## src/rtl/pgr_pkg.sv

```systemverilog
package pgr_pkg;
  typedef enum logic [1:0] {
    ST_IDLE = 2'd0,
    ST_WAIT = 2'd1,
    ST_HOLD = 2'd2
  } pgr_state_e;

  function automatic int unsigned pgr_max(input int unsigned a, input int unsigned b);
    return (a > b) ? a : b;
  endfunction
endpackage

```

## src/rtl/pgr_page_tracker.sv

```systemverilog
module pgr_page_tracker #(
  parameter int TAG_W    = 15,
  parameter int IDLE_MAX = 20
) (
  input  logic             clk,
  input  logic             rst_n,
  input  logic             start,
  input  logic [TAG_W-1:0] tag_in,
  input  logic             wide_in,
  input  logic             idle,
  output logic             hit,
  output logic             ce_n
);
  localparam int IDLE_W = $clog2(IDLE_MAX + 1);

  logic              open_q;
  logic [TAG_W-1:0]  tag_q;
  logic              wide_q;
  logic [IDLE_W-1:0] idle_cnt;
  logic              timeout;

  assign timeout = (idle_cnt == IDLE_W'(IDLE_MAX - 1));
  assign hit     = open_q && (tag_q == tag_in) && (wide_q == wide_in);
  assign ce_n    = ~open_q;

  always_ff @(posedge clk or negedge rst_n) begin
    if (!rst_n) begin
      open_q   <= 1'b0;
      tag_q    <= '0;
      wide_q   <= 1'b1;
      idle_cnt <= '0;
    end else if (start) begin
      open_q   <= 1'b1;
      tag_q    <= tag_in;
      wide_q   <= wide_in;
      idle_cnt <= '0;
    end else if (idle && open_q) begin
      if (timeout) begin
        open_q   <= 1'b0;
        idle_cnt <= '0;
      end else begin
        idle_cnt <= idle_cnt + 1'b1;
      end
    end
  end


  page_close_chk: assert property (@(posedge clk) disable iff (!rst_n)
    $fell(open_q) |-> ($past(idle_cnt) == IDLE_W'(IDLE_MAX - 1)) && $past(idle));


  idle_range_chk: assert property (@(posedge clk) disable iff (!rst_n)
    idle_cnt < IDLE_W'(IDLE_MAX));
endmodule

```

## src/rtl/pgr_wait_timer.sv

```systemverilog
module pgr_wait_timer #(
  parameter int CNT_W = 4
) (
  input  logic             clk,
  input  logic             rst_n,
  input  logic             load,
  input  logic [CNT_W-1:0] load_val,
  output logic             done
);
  logic [CNT_W-1:0] cnt;

  always_ff @(posedge clk or negedge rst_n) begin
    if (!rst_n)            cnt <= '0;
    else if (load)         cnt <= load_val;
    else if (cnt != '0)    cnt <= cnt - 1'b1;
  end

  assign done = (cnt == CNT_W'(1));


  wait_load_chk: assert property (@(posedge clk) disable iff (!rst_n)
    load |=> (cnt == $past(load_val)));


  wait_end_chk: assert property (@(posedge clk) disable iff (!rst_n)
    (done && !load) |=> (cnt == '0));
endmodule

```

## src/rtl/pgr_float_guard.sv

```systemverilog
module pgr_float_guard #(
  parameter int T_FLOAT = 3
) (
  input  logic clk,
  input  logic rst_n,
  input  logic trigger,
  output logic clear
);
  localparam int FL_W = $clog2(T_FLOAT + 2);

  logic [FL_W-1:0] cnt;

  always_ff @(posedge clk or negedge rst_n) begin
    if (!rst_n)         cnt <= '0;
    else if (trigger)   cnt <= FL_W'(T_FLOAT);
    else if (cnt != '0) cnt <= cnt - 1'b1;
  end

  assign clear = (cnt == '0);


  float_count_chk: assert property (@(posedge clk) disable iff (!rst_n)
    (!clear && !trigger) |=> (cnt == $past(cnt) - 1'b1));
endmodule

```

## src/rtl/pgrom_rd_ctrl.sv

```systemverilog
module pgrom_rd_ctrl
  import pgr_pkg::*;
#(
  parameter int ADDR_W    = 18,
  parameter int DATA_W    = 16,
  parameter int PAGE_BITS = 3,
  parameter int T_FULL    = 9,
  parameter int T_PAGE    = 5,
  parameter int T_OE      = 4,
  parameter int T_FLOAT   = 3,
  parameter int IDLE_MAX  = 20
) (
  input  logic              clk,
  input  logic              rst_n,
  input  logic              req_valid,
  output logic              req_ready,
  input  logic [ADDR_W:0]   req_addr,
  input  logic              req_byte,
  output logic              rsp_valid,
  input  logic              rsp_ready,
  output logic [DATA_W-1:0] rsp_data,
  output logic [ADDR_W-1:0] rom_addr,
  output logic              rom_lsb,
  output logic              rom_wide,
  output logic              rom_ce_n,
  output logic              rom_oe_n,
  input  logic [DATA_W-1:0] rom_dq
);
  localparam int W_MISS = pgr_max(T_FULL, T_OE);
  localparam int W_HIT  = pgr_max(T_PAGE, T_OE);
  localparam int CNT_W  = $clog2(W_MISS + 1);
  localparam int TAG_W  = ADDR_W - PAGE_BITS;
  localparam int BYTE_W = DATA_W / 2;

  pgr_state_e        state;
  logic              accept;
  logic              trk_hit;
  logic              wait_done;
  logic              float_clear;
  logic              sample;
  logic [CNT_W-1:0]  wait_len;
  logic [TAG_W-1:0]  req_tag;
  logic [DATA_W-1:0] dq_fmt;

  assign req_tag   = req_addr[ADDR_W:PAGE_BITS+1];
  assign req_ready = (state == ST_IDLE) && float_clear;
  assign accept    = req_valid && req_ready;
  assign wait_len  = trk_hit ? CNT_W'(W_HIT) : CNT_W'(W_MISS);
  assign sample    = (state == ST_WAIT) && wait_done;
  assign rsp_valid = (state == ST_HOLD);

  pgr_page_tracker #(.TAG_W(TAG_W), .IDLE_MAX(IDLE_MAX)) u_trk (
    .clk     (clk),
    .rst_n   (rst_n),
    .start   (accept),
    .tag_in  (req_tag),
    .wide_in (~req_byte),
    .idle    ((state == ST_IDLE) && !accept),
    .hit     (trk_hit),
    .ce_n    (rom_ce_n)
  );

  pgr_wait_timer #(.CNT_W(CNT_W)) u_wait (
    .clk      (clk),
    .rst_n    (rst_n),
    .load     (accept),
    .load_val (wait_len),
    .done     (wait_done)
  );

  pgr_float_guard #(.T_FLOAT(T_FLOAT)) u_flt (
    .clk     (clk),
    .rst_n   (rst_n),
    .trigger (sample),
    .clear   (float_clear)
  );

  // byte reads keep only the low lane; the high pins float in that mode
  always_comb begin
    if (rom_wide) dq_fmt = rom_dq;
    else          dq_fmt = {{(DATA_W - BYTE_W){1'b0}}, rom_dq[BYTE_W-1:0]};
  end

  always_ff @(posedge clk or negedge rst_n) begin
    if (!rst_n) begin
      state    <= ST_IDLE;
      rom_addr <= '0;
      rom_lsb  <= 1'b0;
      rom_wide <= 1'b1;
      rom_oe_n <= 1'b1;
      rsp_data <= '0;
    end else begin
      case (state)
        ST_IDLE: if (accept) begin
          rom_addr <= req_addr[ADDR_W:1];
          rom_lsb  <= req_byte & req_addr[0];
          rom_wide <= ~req_byte;
          rom_oe_n <= 1'b0;
          state    <= ST_WAIT;
        end
        ST_WAIT: if (wait_done) begin
          rsp_data <= dq_fmt;
          rom_oe_n <= 1'b1;
          state    <= ST_HOLD;
        end
        ST_HOLD: if (rsp_ready) state <= ST_IDLE;
        default: state <= ST_IDLE;
      endcase
    end
  end


  float_hold_chk: assert property (@(posedge clk) disable iff (!rst_n)
    !float_clear |=> ($stable(rom_addr) && $stable(rom_lsb)));


  rsp_hold_chk: assert property (@(posedge clk) disable iff (!rst_n)
    (rsp_valid && !rsp_ready) |=> (rsp_valid && $stable(rsp_data)));


  no_accept_in_hold_chk: assert property (@(posedge clk) disable iff (!rst_n)
    rsp_valid |-> !req_ready);


  oe_in_ce_chk: assert property (@(posedge clk) disable iff (!rst_n)
    !rom_oe_n |-> !rom_ce_n);


  drive_on_accept_chk: assert property (@(posedge clk) disable iff (!rst_n)
    accept |=> (!rom_ce_n && !rom_oe_n));


  oe_off_at_result_chk: assert property (@(posedge clk) disable iff (!rst_n)
    $rose(rsp_valid) |-> rom_oe_n);
endmodule

```

## config.mk

```make
export PLATFORM = sky130hd
export DESIGN_NAME = pgrom_rd_ctrl
export DESIGN_NICKNAME = d
export VERILOG_FILES = /design/src/rtl/pgr_pkg.sv /design/src/rtl/pgr_page_tracker.sv /design/src/rtl/pgr_wait_timer.sv /design/src/rtl/pgr_float_guard.sv /design/src/rtl/pgrom_rd_ctrl.sv
export SDC_FILE = /design/constraint.sdc
export NUM_CORES = 1
export LEC_CHECK = 0
export ABC_AREA = 1
export BUFFER_PORTS_ARGS = -buffer_cell sky130_fd_sc_hd__buf_2
export CAP_MARGIN = 0
export CORE_AREA = 8 8 91 93
export CTS_CLUSTER_SIZE = 28
export DETAILED_ROUTE_END_ITERATION = 8
export DIE_AREA = 0 0 99 101
export MAX_ROUTING_LAYER = met4
export PLACE_DENSITY = 0.8
export RECOVER_POWER = 50
export SYNTH_ARGS = -nofsm -noshare
export SYNTH_HDL_FRONTEND = slang
export SYNTH_HIERARCHICAL = 1
export SYNTH_SLANG_ARGS = --single-unit
export TNS_END_PERCENT = 10
```

## constraint.sdc

```tcl
create_clock -name clk -period 4.6 [get_ports clk]
set_input_delay 0.92 -clock clk [delete_from_list [all_inputs] [get_ports clk]]
set_output_delay 0.92 -clock clk [all_outputs]
set_load 0.1 [all_outputs]
```

==> results of run 1 <==
-- through the flow --
stage / utilization / setup slack [ps] / cell area, sq um / std cells / hold WS (ps)
6_report: 0.5635 / 1332 / 3913 / 570 / 471.1
3_5_place_dp: 0.5426 / 1400 / 3767 / 554 / 455.1
4_1_cts: 0.5682 / 1300 / 3945 / 570 / 473.7
2_1_floorplan: - / 1267 / 3331 / 405 / 461.0
5_1_grt: 0.5635 / 1093 / 3913 / 570 / 491.8
3_3_place_gp: 0.5426 / 1592 / 3767 / 554 / 452.0
-- per-layer routing --
layer / up-vias / global-route usage / part of all wire
met3: 16 / 0.04351 / 0.084
met5: - / - / 0
met4: 0 / 0.07910 / 0.021
met1: 1345 / 0.2110 / 0.44
li1: 1433 / - / -
met2: 106 / 0.2666 / 0.45
-- worst min-delay path: stages, from the launching register on --
cell	delay [ps]
dfrtp_1	340
nand2_1	50
nand2_1	50
-- worst max path at each step --
| stage | from | end |
|---|---|---|
| final | u_flt/cnt[0] | req_ready |
| after floorplan | u_flt/cnt[0] | req_ready |
| after CTS | u_flt/cnt[0] | req_ready |
| after global placement | u_flt/cnt[0] | u_trk/idle_cnt[1] |
| after global routing | u_flt/cnt[0] | u_trk/idle_cnt[1] |
| after detailed placement | u_flt/cnt[0] | u_trk/idle_cnt[1] |
-- Yosys cell counts --
master	count	share of area
o21ai_1	10	0.015
o21ai_2	1	0.0026
a21boi_2	1	0.0034
a22o_1	1	0.0026
inv_6	1	0.0026
conb_1	2	0.0023
a21oi_2	1	0.0026
nand2_1	145	0.16
nor2_4	3	0.010
nand3_1	10	0.015
nand4_1	28	0.053
o21ai_0	11	0.017
nand2_4	1	0.0034
xor2_1	3	0.0079
nand2_8	1	0.0060
ha_1	6	0.023
nand3_4	1	0.0053
o31ai_1	1	0.0023
or2_2	1	0.0019
xnor2_1	2	0.0053
inv_2	6	0.0068
buf_6	2	0.0068
dfstp_2	3	0.024
nand2_2	11	0.021
o22ai_1	4	0.0075
nor2_1	17	0.019
dfrtp_1	65	0.49
inv_1	46	0.052
a21oi_1	4	0.0060
buf_2	7	0.011
nor2_2	4	0.0075
a21o_1	1	0.0023
clkbuf_1	5	0.0056
-- logic make-up after synthesis --
family / after synthesis
xor+xnor: 5
fa+ha+maj: 6
other cells: 2
simple gates: 222
flops: 68
buf+inv: 67
compound gates: 35
-- registers in the layout (all words and copies together) (netlist names) --
signal / count
state: 2
rom_lsb: 1
rom_addr: 18
rsp_data: 16
u_flt/cnt: 3
rom_wide: 1
u_trk/tag_q: 15
u_trk/open_q: 1
u_wait/cnt: 4
u_trk/idle_cnt: 5
u_trk/wide_q: 1
rom_oe_n: 1
-- layout make-up --
type / instances / share of cell area
multi-input cells: 270 / 0.3419
repair buffers: 81 / 0.09850
clock buffers: 10 / 0.03518
inverters: 53 / 0.05213
clock inverters: 6 / 0.01023
well taps: 82 / 0.02622
flip-flops and latches: 68 / 0.4359
==> flow_metrics.py, run 1 <==
metrics = {
    "clocking": {
        "clk_latency_ps": 340,
        "path_clk_slew_ps": 70,
        "postCtsSetupBuffers": 0,
        "clockRootBuffer": "clkbuf_8",
        "cts_max_level": 3,
        "clkSinkCount": 68,
        "cts_buffer_depth": 2,
        "cts_hold_buf": 0,
        "cts_tree": "done",
        "post_cts_resized": 0,
        "cts_inserted_buffers": 9,
    },
    "timing": {
        "slew_viol_final": 42,
        "hold_violations": 0,
        "tightest_slew_ps": 2123,
        "setup_viol": 0,
        "fin_crit_ps": 3268,
        "rsz0062_at_grt": "false",
        "maxSlewHeadroom": -0.4150,
        "fin_crit_sh": 0.7104,
        "max_freq_ghz": 0.3060,
        "tns_ps": 0,
        "skew_ps": 10.30,
    },
    "setup_path": {
        "ff2ff_setup_slack_ps": 1380,
        "path_delay_family": "buffers and inverters",
        "path_class": "reg2out",
        "worstPathCellList": "inv_1, ha_1, nand2_2, inv_1, inv_1, nor2_1, buf_2",
        "crit_arrival_ps": 2350,
        "cpMostUsedCell": "inv_1",
        "worst-path-stages": 7,
        "required_ps": 3680,
        "crit_fanout": 22,
        "worst-path-buf-inv": 4,
        "cpPeakStageDelay_ps": 500,
        "worstReg2RegEnd": "u_trk/idle_cnt[1]",
        "timing.rr.start": "u_flt/cnt[0]",
        "end_kind": "output port",
        "worst_setup_path_start_kind": "flip-flop",
        "rr_worst_depth": 11,
        "crit_slowest_cell": "inv_1",
    },
    "layout": {
        "antennaDiodeCount": 0,
        "regArea_sq_mm": 0.001705,
        "fill_cells": 648,
        "layout-drive-gt1-share": 0.2275,
        "area_growth_pct": 17.47,
        "layout_commonest_cell": "nand2_1",
        "multi_input_area_sq_mm": 0.001338,
        "nNetsFinal": 529,
        "final_cell_mix": "nand2_1 (146), dfrtp_1 (65), buf_2 (59), inv_1 (46), nand4_1 (28)",
    },
    "synthesis": {
        "syn_inst": 405,
        "synth_area_sq_mm": 0.003331,
        "synth-simple-area-share": 0.3050,
        "ys_ff_latch": 68,
        "yosysSeqAreaShare": 0.5120,
        "synth_fa_ha_area_frac": 0.02254,
        "synth_nets": 451,
        "muxShareOfSynthArea": 0,
        "synth_cell_types": 33,
        "synthesis.yosys.warnings": 6,
        "synth-xor-area-share": 0.01315,
        "synth_area_per_cell_sq_um": 8.224,
        "synth_compound_area_frac": 0.06086,
        "synth_top_family_by_area": "simple AND/OR/NAND/NOR gates",
    },
    "min_path": {
        "hold_depth": 2,
        "hold_end": "rom_addr[16]",
        "hold_class": "reg2reg",
        "hp-start": "rom_addr[16]",
    },
    "floorplan": {
        "die-area_sq_mm": 0.009999,
        "fp-row-count": 31,
        "coreArea_sq_mm": 0.006943,
        "initial_utilization": 0.4797,
        "die_y_um": 101,
        "die_w_um": 99,
        "ios": 80,
    },
    "placement": {
        "dp_hpwl_mm": 5.910,
        "gp_congestion": 0.8222,
        "port_buffers": 79,
    },
    "global_route": {
        "grt_pass1_vias": 2850,
        "grt_start_max_net_pins": 42,
        "antenna_found_initial": 0,
        "overflow": 0,
        "grt_first_pass_wirelength_mm": 13.49,
        "grtUsageTotal": 0.1734,
    },
    "detailed_routing": {
        "wl_per_cell_um": 14.18,
        "antenna_left": 0,
        "via_per_inst": 5.088,
        "wl_mm": 8.084,
        "drt_iter0_drc": 193,
        "dr.pass1.iters": 4,
        "via_count": 2900,
        "drc_errors": 0,
    },
    "outcome": {
        "violations": "max-capacitance violations, max-slew violations",
        "status": "finished with violations",
    },
    "job": {
        "max-cap-violations": 1,
    },
}
Power of run 1 is left out: the tool's default activity adds up to more than one toggle a clock period on the data nets, which glitch-free logic cannot reach.
==> run 2: changes to the inputs <==
- ABC_AREA: 1 -> 0
- CORE_AREA: 8 8 91 93 -> 8 8 88 90
- DIE_AREA: 0 0 99 101 -> 0 0 96 98
- PLACE_DENSITY: 0.8 -> 0.81
- clock period: 4.6 -> 3.4 ns (I/O delays scaled with it)
==> run 2 against run 1 <==
Compared with the run above: the flow still finishes with violations (max-capacitance violations, max-slew violations); synthesized area is 7.1% lower; worst hold slack better by 11 ps; non-clock buffer count is 2 higher; via count is 30% lower; critical path depth is 2 lower; clock skew is 0.55 ps lower; register-to-register slack worse by 410 ps; sequential cell count stayed put; cell count is 28% lower; sequential share of layout area is 1.5 points higher; design area is 3.2% lower; highest routed layer unchanged.
==> flow_metrics.py, run 2 <==
metrics = {
    "detailed_routing": {
        "drt_iter0_drc": 86,
        "via_per_inst": 4.937,
        "wl_per_cell_um": 14.95,
        "wl_mm": 6.174,
        "antenna_left": 0,
        "drc_errors": 0,
        "via_count": 2039,
        "dr.pass1.iters": 4,
    },
    "global_route": {
        "grt_pass1_vias": 2144,
        "grt_start_max_net_pins": 38,
        "grt_first_pass_wirelength_mm": 10.23,
        "antenna_found_initial": 0,
        "grtUsageTotal": 0.1423,
        "overflow": 0,
    },
    "layout": {
        "nNetsFinal": 374,
        "top_regs": "rom_addr: 18 flops, rsp_data: 16 flops, u_trk/tag_q: 15 flops",
        "layout_commonest_cell": "buf_2",
        "top_register": "rom_addr",
        "fill_cells": 534,
        "final_cell_mix": "buf_2 (76), dfrtp_1 (65), mux2_2 (29), inv_1 (19), xor2_1 (17)",
        "layout-drive-gt1-share": 0.4024,
        "largest_reg_flops": 18,
        "final_core_util": 0.5830,
        "area_growth_pct": 22.31,
        "antennaDiodeCount": 0,
    },
    "floorplan": {
        "coreArea_sq_mm": 0.006494,
        "initial_utilization": 0.4767,
        "ios": 80,
        "fp-row-count": 30,
        "die_y_um": 98,
        "die-area_sq_mm": 0.009408,
        "die_w_um": 96,
    },
    "timing": {
        "tightest_slew_ps": 2063,
        "skew_ps": 9.748,
        "maxSlewHeadroom": -0.3756,
        "fin_crit_ps": 2485,
        "fin_crit_sh": 0.7310,
        "rsz0062_at_grt": "false",
        "max_freq_ghz": 0.4024,
        "slew_viol_final": 37,
        "hold_violations": 0,
        "tns_ps": 0,
        "setup_viol": 0,
    },
    "outcome": {
        "status": "finished with violations",
        "violations": "max-capacitance violations, max-slew violations",
    },
    "setup_path": {
        "worstReg2RegEnd": "u_wait/cnt[3]",
        "ff2ff_setup_slack_ps": 970,
        "worst_setup_path_start_kind": "flip-flop",
        "end_kind": "output port",
        "rr_worst_depth": 8,
        "crit_fanout": 4,
        "cpPeakStageDelay_ps": 460,
        "worstPathCellList": "inv_1, ha_1, and2b_2, nor3b_2, buf_2",
        "crit_slowest_cell": "buf_2",
        "required_ps": 2720,
        "path_class": "reg2out",
        "crit_arrival_ps": 1810,
        "timing.rr.start": "u_flt/cnt[0]",
    },
    "placement": {
        "port_buffers": 79,
        "dp_hpwl_mm": 4.618,
        "gp_congestion": 0.7421,
    },
    "clocking": {
        "cts_tree": "done",
        "clk_latency_ps": 340,
        "clockRootBuffer": "clkbuf_8",
        "post_cts_resized": 0,
        "clkSinkCount": 68,
        "cts_inserted_buffers": 9,
        "cts_hold_buf": 0,
        "cts_max_level": 3,
        "cts_buffer_depth": 2,
        "postCtsSetupBuffers": 0,
        "path_clk_slew_ps": 70,
    },
    "synthesis": {
        "synthesis.yosys.warnings": 6,
        "synth_area_per_cell_sq_um": 12.74,
        "synthTopCellsByCount": "dfrtp_1 (65), mux2_2 (29), inv_1 (19), xor2_1 (17), mux2_1 (15)",
        "synth_area_sq_mm": 0.003095,
        "async_reset_ff_frac": 1.000,
        "synth_edf_count": 0,
        "yosys-top-cells-area": "dfrtp_1 (53%), mux2_2 (11%), mux2_1 (5.5%)",
        "synth_nets": 289,
        "synth_ff_type": "dfrtp_1",
        "yosys.cell_count.top_type": "dfrtp_1",
        "synth_largest_area_cell": "dfrtp_1",
        "synth_cell_types": 39,
        "ys_ff_latch": 68,
        "syn_inst": 243,
        "yosysSeqAreaShare": 0.5509,
        "synth_top_area_share": 0.5255,
    },
    "min_path": {
        "hold_end": "rom_addr[12]",
        "hold_class": "reg2reg",
        "hold_depth": 1,
        "hp-start": "rom_addr[12]",
    },
    "job": {
        "max-cap-violations": 1,
    },
}
==> run 2: cell count changes in the layout (fill, tap and decap cells not counted), moves of 12 or more <==
cell,change
xor2_1,+14
nor2_1,-13
nand2_1,-133
mux2_1,+15
buf_2,+17
mux2i_1,+12
mux2_2,+29
inv_1,-27
nand4_1,-27
clkbuf_1,-15
==> run 2: cells by family after synthesis <==
group,after synthesis,share of synthesized area
AOI/OAI and AO/OA,14,0.02627
muxes,56,0.1989
DFF,68,0.5509
buffers and inverters,28,0.04648
xor gates and xnor gates,19,0.05376
other,2,0.002426
adders and majority gates,6,0.02425
and+or+nand+nor,50,0.09701
==> run 2: through the flow <==
stage                     hold WS, ps  instances  area [sq um]  setup slack, ps
after CTS                       468.9        413          3797            886.8
after detailed placement        470.6        397          3581            973.0
after global placement          464.7        397          3581             1070
after global routing            505.1        413          3786            697.3
final                           481.9        413          3786            914.6
after floorplan                 384.4        243          3100            748.3
==> run 2: how the worst max path moves through the flow <==
| stage | startpoint | endpoint | slack (ps) | cells after the start |
|---|---|---|---|---|
| 3_3_place_gp | u_flt/cnt[0] | u_wait/cnt[3] | 1070 | 8 |
| 3_5_place_dp | u_flt/cnt[0] | u_wait/cnt[3] | 970 | 8 |
| 5_1_grt | u_flt/cnt[0] | u_trk/idle_cnt[3] | 700 | 9 |
| 2_1_floorplan | u_flt/cnt[0] | req_ready | 750 | 4 |
| 6_report | u_flt/cnt[0] | req_ready | 910 | 5 |
| 4_1_cts | u_flt/cnt[0] | req_ready | 890 | 5 |
==> run 2: layout make-up <==
type                            count  area (sq um)  area share
Inverter                           19         71.32     0.01884
Clock inverter                      6         88.84     0.02346
Timing Repair Buffer               83         430.4      0.1137
Multi-Input combinational cell    147          1262      0.3334
Tap cell                           80         100.1     0.02644
Sequential cell                    68          1705      0.4504
Clock buffer                       10         127.6     0.03371
==> run 2: routing by layer <==
| layer | GRT usage | wire length, um |
|---|---|---|
| met1 | 0.1552 | 2360 |
| met3 | 0.02533 | 143 |
| met2 | 0.2381 | 3524 |
| met4 | 0.07456 | 146 |
| met5 | - | 0 |
==> run 2: critical path: cells and delay by family, from the launching register on <==
family / cells / cell delay (ps)
flops: 1 / 390
buf+inv: 2 / 540
fa+ha+maj: 1 / 160
simple gates: 2 / 380
Power of run 2 is left out for the same reason.
==> run 3: changes to the inputs <==
- CORE_AREA: 8 8 88 90 -> 8 8 91 93
- DIE_AREA: 0 0 96 98 -> 0 0 99 101
- PLACE_DENSITY: 0.81 -> 0.79
- clock period: 3.4 -> 2.1 ns (I/O delays scaled with it)
==> run 3 against run 2 <==
Compared with the run above: the flow still finishes with violations (max-capacitance violations, max-slew violations); via count grew 0.59%; worst hold slack worse by 200 ps; clock skew is 3.7 ps lower; clock-buffer cell count up 3; non-clock buffer count grew 2; register-to-register slack worse by 880 ps; global-route usage shrank 0.72 points; wire length decreased by 0.71%.
==> flow_metrics.py, run 3 (synthesis results as in run 2) <==
metrics = {
    "outcome": {
        "status": "finished with violations",
        "violations": "max-capacitance violations, max-slew violations",
    },
    "setup_path": {
        "crit_fanout": 3,
        "required_ps": 1680,
        "worstReg2RegEnd": "u_trk/tag_q[2]",
        "cp-startpoint": "u_flt/cnt[0]",
        "worst_setup_path_start_kind": "flip-flop",
        "path_class": "reg2out",
        "cp-endpoint": "req_ready",
        "worst-path-buf-inv": 3,
        "timing.rr.start": "u_flt/cnt[0]",
        "ff2ff_setup_slack_ps": 90,
        "worst-path-stages": 6,
        "crit_slowest_cell": "dfrtp_1",
        "path_delay_family": "buffers and inverters",
        "cpPeakStageDelay_ps": 400,
        "end_kind": "output port",
        "worstPathCellList": "inv_2, ha_4, and2b_2, buf_4, nor3b_4, buf_12",
        "crit_arrival_ps": 1620,
        "rr_worst_depth": 6,
    },
    "placement": {
        "gp_congestion": 0.7712,
        "port_buffers": 79,
        "dp_hpwl_mm": 4.539,
    },
    "clocking": {
        "path_clk_slew_ps": 70,
        "clockRootBuffer": "clkbuf_8",
        "cts_inserted_buffers": 9,
        "clk_latency_ps": 330,
        "cts_buffer_depth": 2,
        "cts_tree": "done",
        "cts_max_level": 3,
        "clkSinkCount": 68,
        "cts_hold_buf": 0,
    },
    "timing": {
        "rsz0062_at_grt": "true",
        "maxSlewHeadroom": -0.1030,
        "setup_viol": 0,
        "fin_crit_sh": 0.9726,
        "skew_ps": 6.056,
        "fin_crit_ps": 2042,
        "hold_violations": 0,
        "max_freq_ghz": 0.4896,
        "tightest_slew_ps": 1654,
        "slew_viol_final": 69,
        "tns_ps": 0,
    },
    "global_route": {
        "antenna_found_initial": 0,
        "grt_first_pass_wirelength_mm": 10.47,
        "grt_pass1_vias": 2221,
        "overflow": 0,
        "grtUsageTotal": 0.1351,
        "grt_start_max_net_pins": 69,
    },
    "floorplan": {
        "ios": 80,
        "die_y_um": 101,
        "initial_utilization": 0.4458,
        "die_w_um": 99,
        "coreArea_sq_mm": 0.006943,
        "die-area_sq_mm": 0.009999,
        "fp-row-count": 31,
    },
    "layout": {
        "fill_cells": 596,
        "nNetsFinal": 376,
        "regArea_sq_mm": 0.001705,
        "final_cell_mix": "buf_2 (71), dfrtp_1 (65), mux2_2 (29), inv_1 (17), xor2_1 (17)",
        "area_growth_pct": 22.47,
        "top_register": "rom_addr",
        "layout_commonest_cell": "buf_2",
        "antennaDiodeCount": 0,
        "largest_reg_flops": 18,
        "top_regs": "rom_addr: 18 flops, rsp_data: 16 flops, u_trk/tag_q: 15 flops",
        "layout-drive-gt1-share": 0.4281,
        "multi_input_area_sq_mm": 0.001290,
    },
    "detailed_routing": {
        "drc_errors": 0,
        "drt_iter0_drc": 101,
        "via_count": 2051,
        "antenna_left": 0,
        "wl_mm": 6.130,
        "via_per_inst": 4.930,
        "wl_per_cell_um": 14.74,
        "dr.pass1.iters": 4,
    },
    "job": {
        "max-cap-violations": 1,
    },
    "min_path": {
        "hold_depth": 2,
        "hold_class": "in2reg",
    },
}
[run 3: changes by cell type in the layout (fill, tap and decap cells not counted), moves of 3 or more]
| cell | before | now |
|---|---|---|
| clkbuf_2 | 0 | 8 |
| buf_2 | 76 | 71 |
| buf_4 | 2 | 5 |
| clkbuf_1 | 5 | 2 |
[run 3: per-layer routing]
layer / global-route usage / share of wire
met1: 0.1528 / 0.42
met2: 0.2183 / 0.52
met3: 0.02486 / 0.030
met4: 0.08501 / 0.025
met5: - / 0
[run 3: worst min-delay path by stage]
stage,from,end
2_1_floorplan,rst_n,rom_addr[0]
3_3_place_gp,rom_addr[0],rom_addr[0]
3_5_place_dp,rst_n,rom_addr[8]
4_1_cts,rst_n,rom_addr[8]
5_1_grt,rsp_ready,state[1]
6_report,rsp_ready,state[1]
[run 3: final cells by class]
cell class                      instances  share of cell area
Multi-Input combinational cell        147              0.3403
Clock buffer                           13             0.04191
Sequential cell                        68              0.4498
Tap cell                               82             0.02706
Inverter                               19             0.01881
Clock inverter                          2            0.002640
Timing Repair Buffer                   85              0.1195
[run 3: stage by stage]
stage | util | worst slack, ps | cells | hold slack (ps) | cell area (sq um)
after floorplan | - | -116.6 | 243 | 124.4 | 3107
after global placement | 0.5214 | 142.6 | 401 | 462.8 | 3620
after detailed placement | 0.5214 | -15.90 | 401 | 469.1 | 3620
after CTS | 0.5460 | 3.090 | 416 | 102.6 | 3791
after global routing | 0.5460 | -43.28 | 416 | 271.4 | 3791
final | 0.5460 | 57.55 | 416 | 286.1 | 3791
[run 3: timing repair]
action	in CTS	in global routing
pin swaps	0	0
buffers inserted	0	0
resized for setup	3	2
cloned	0	0
setup endpoints to repair	2	29
Power of run 3 is left out for the same reason.
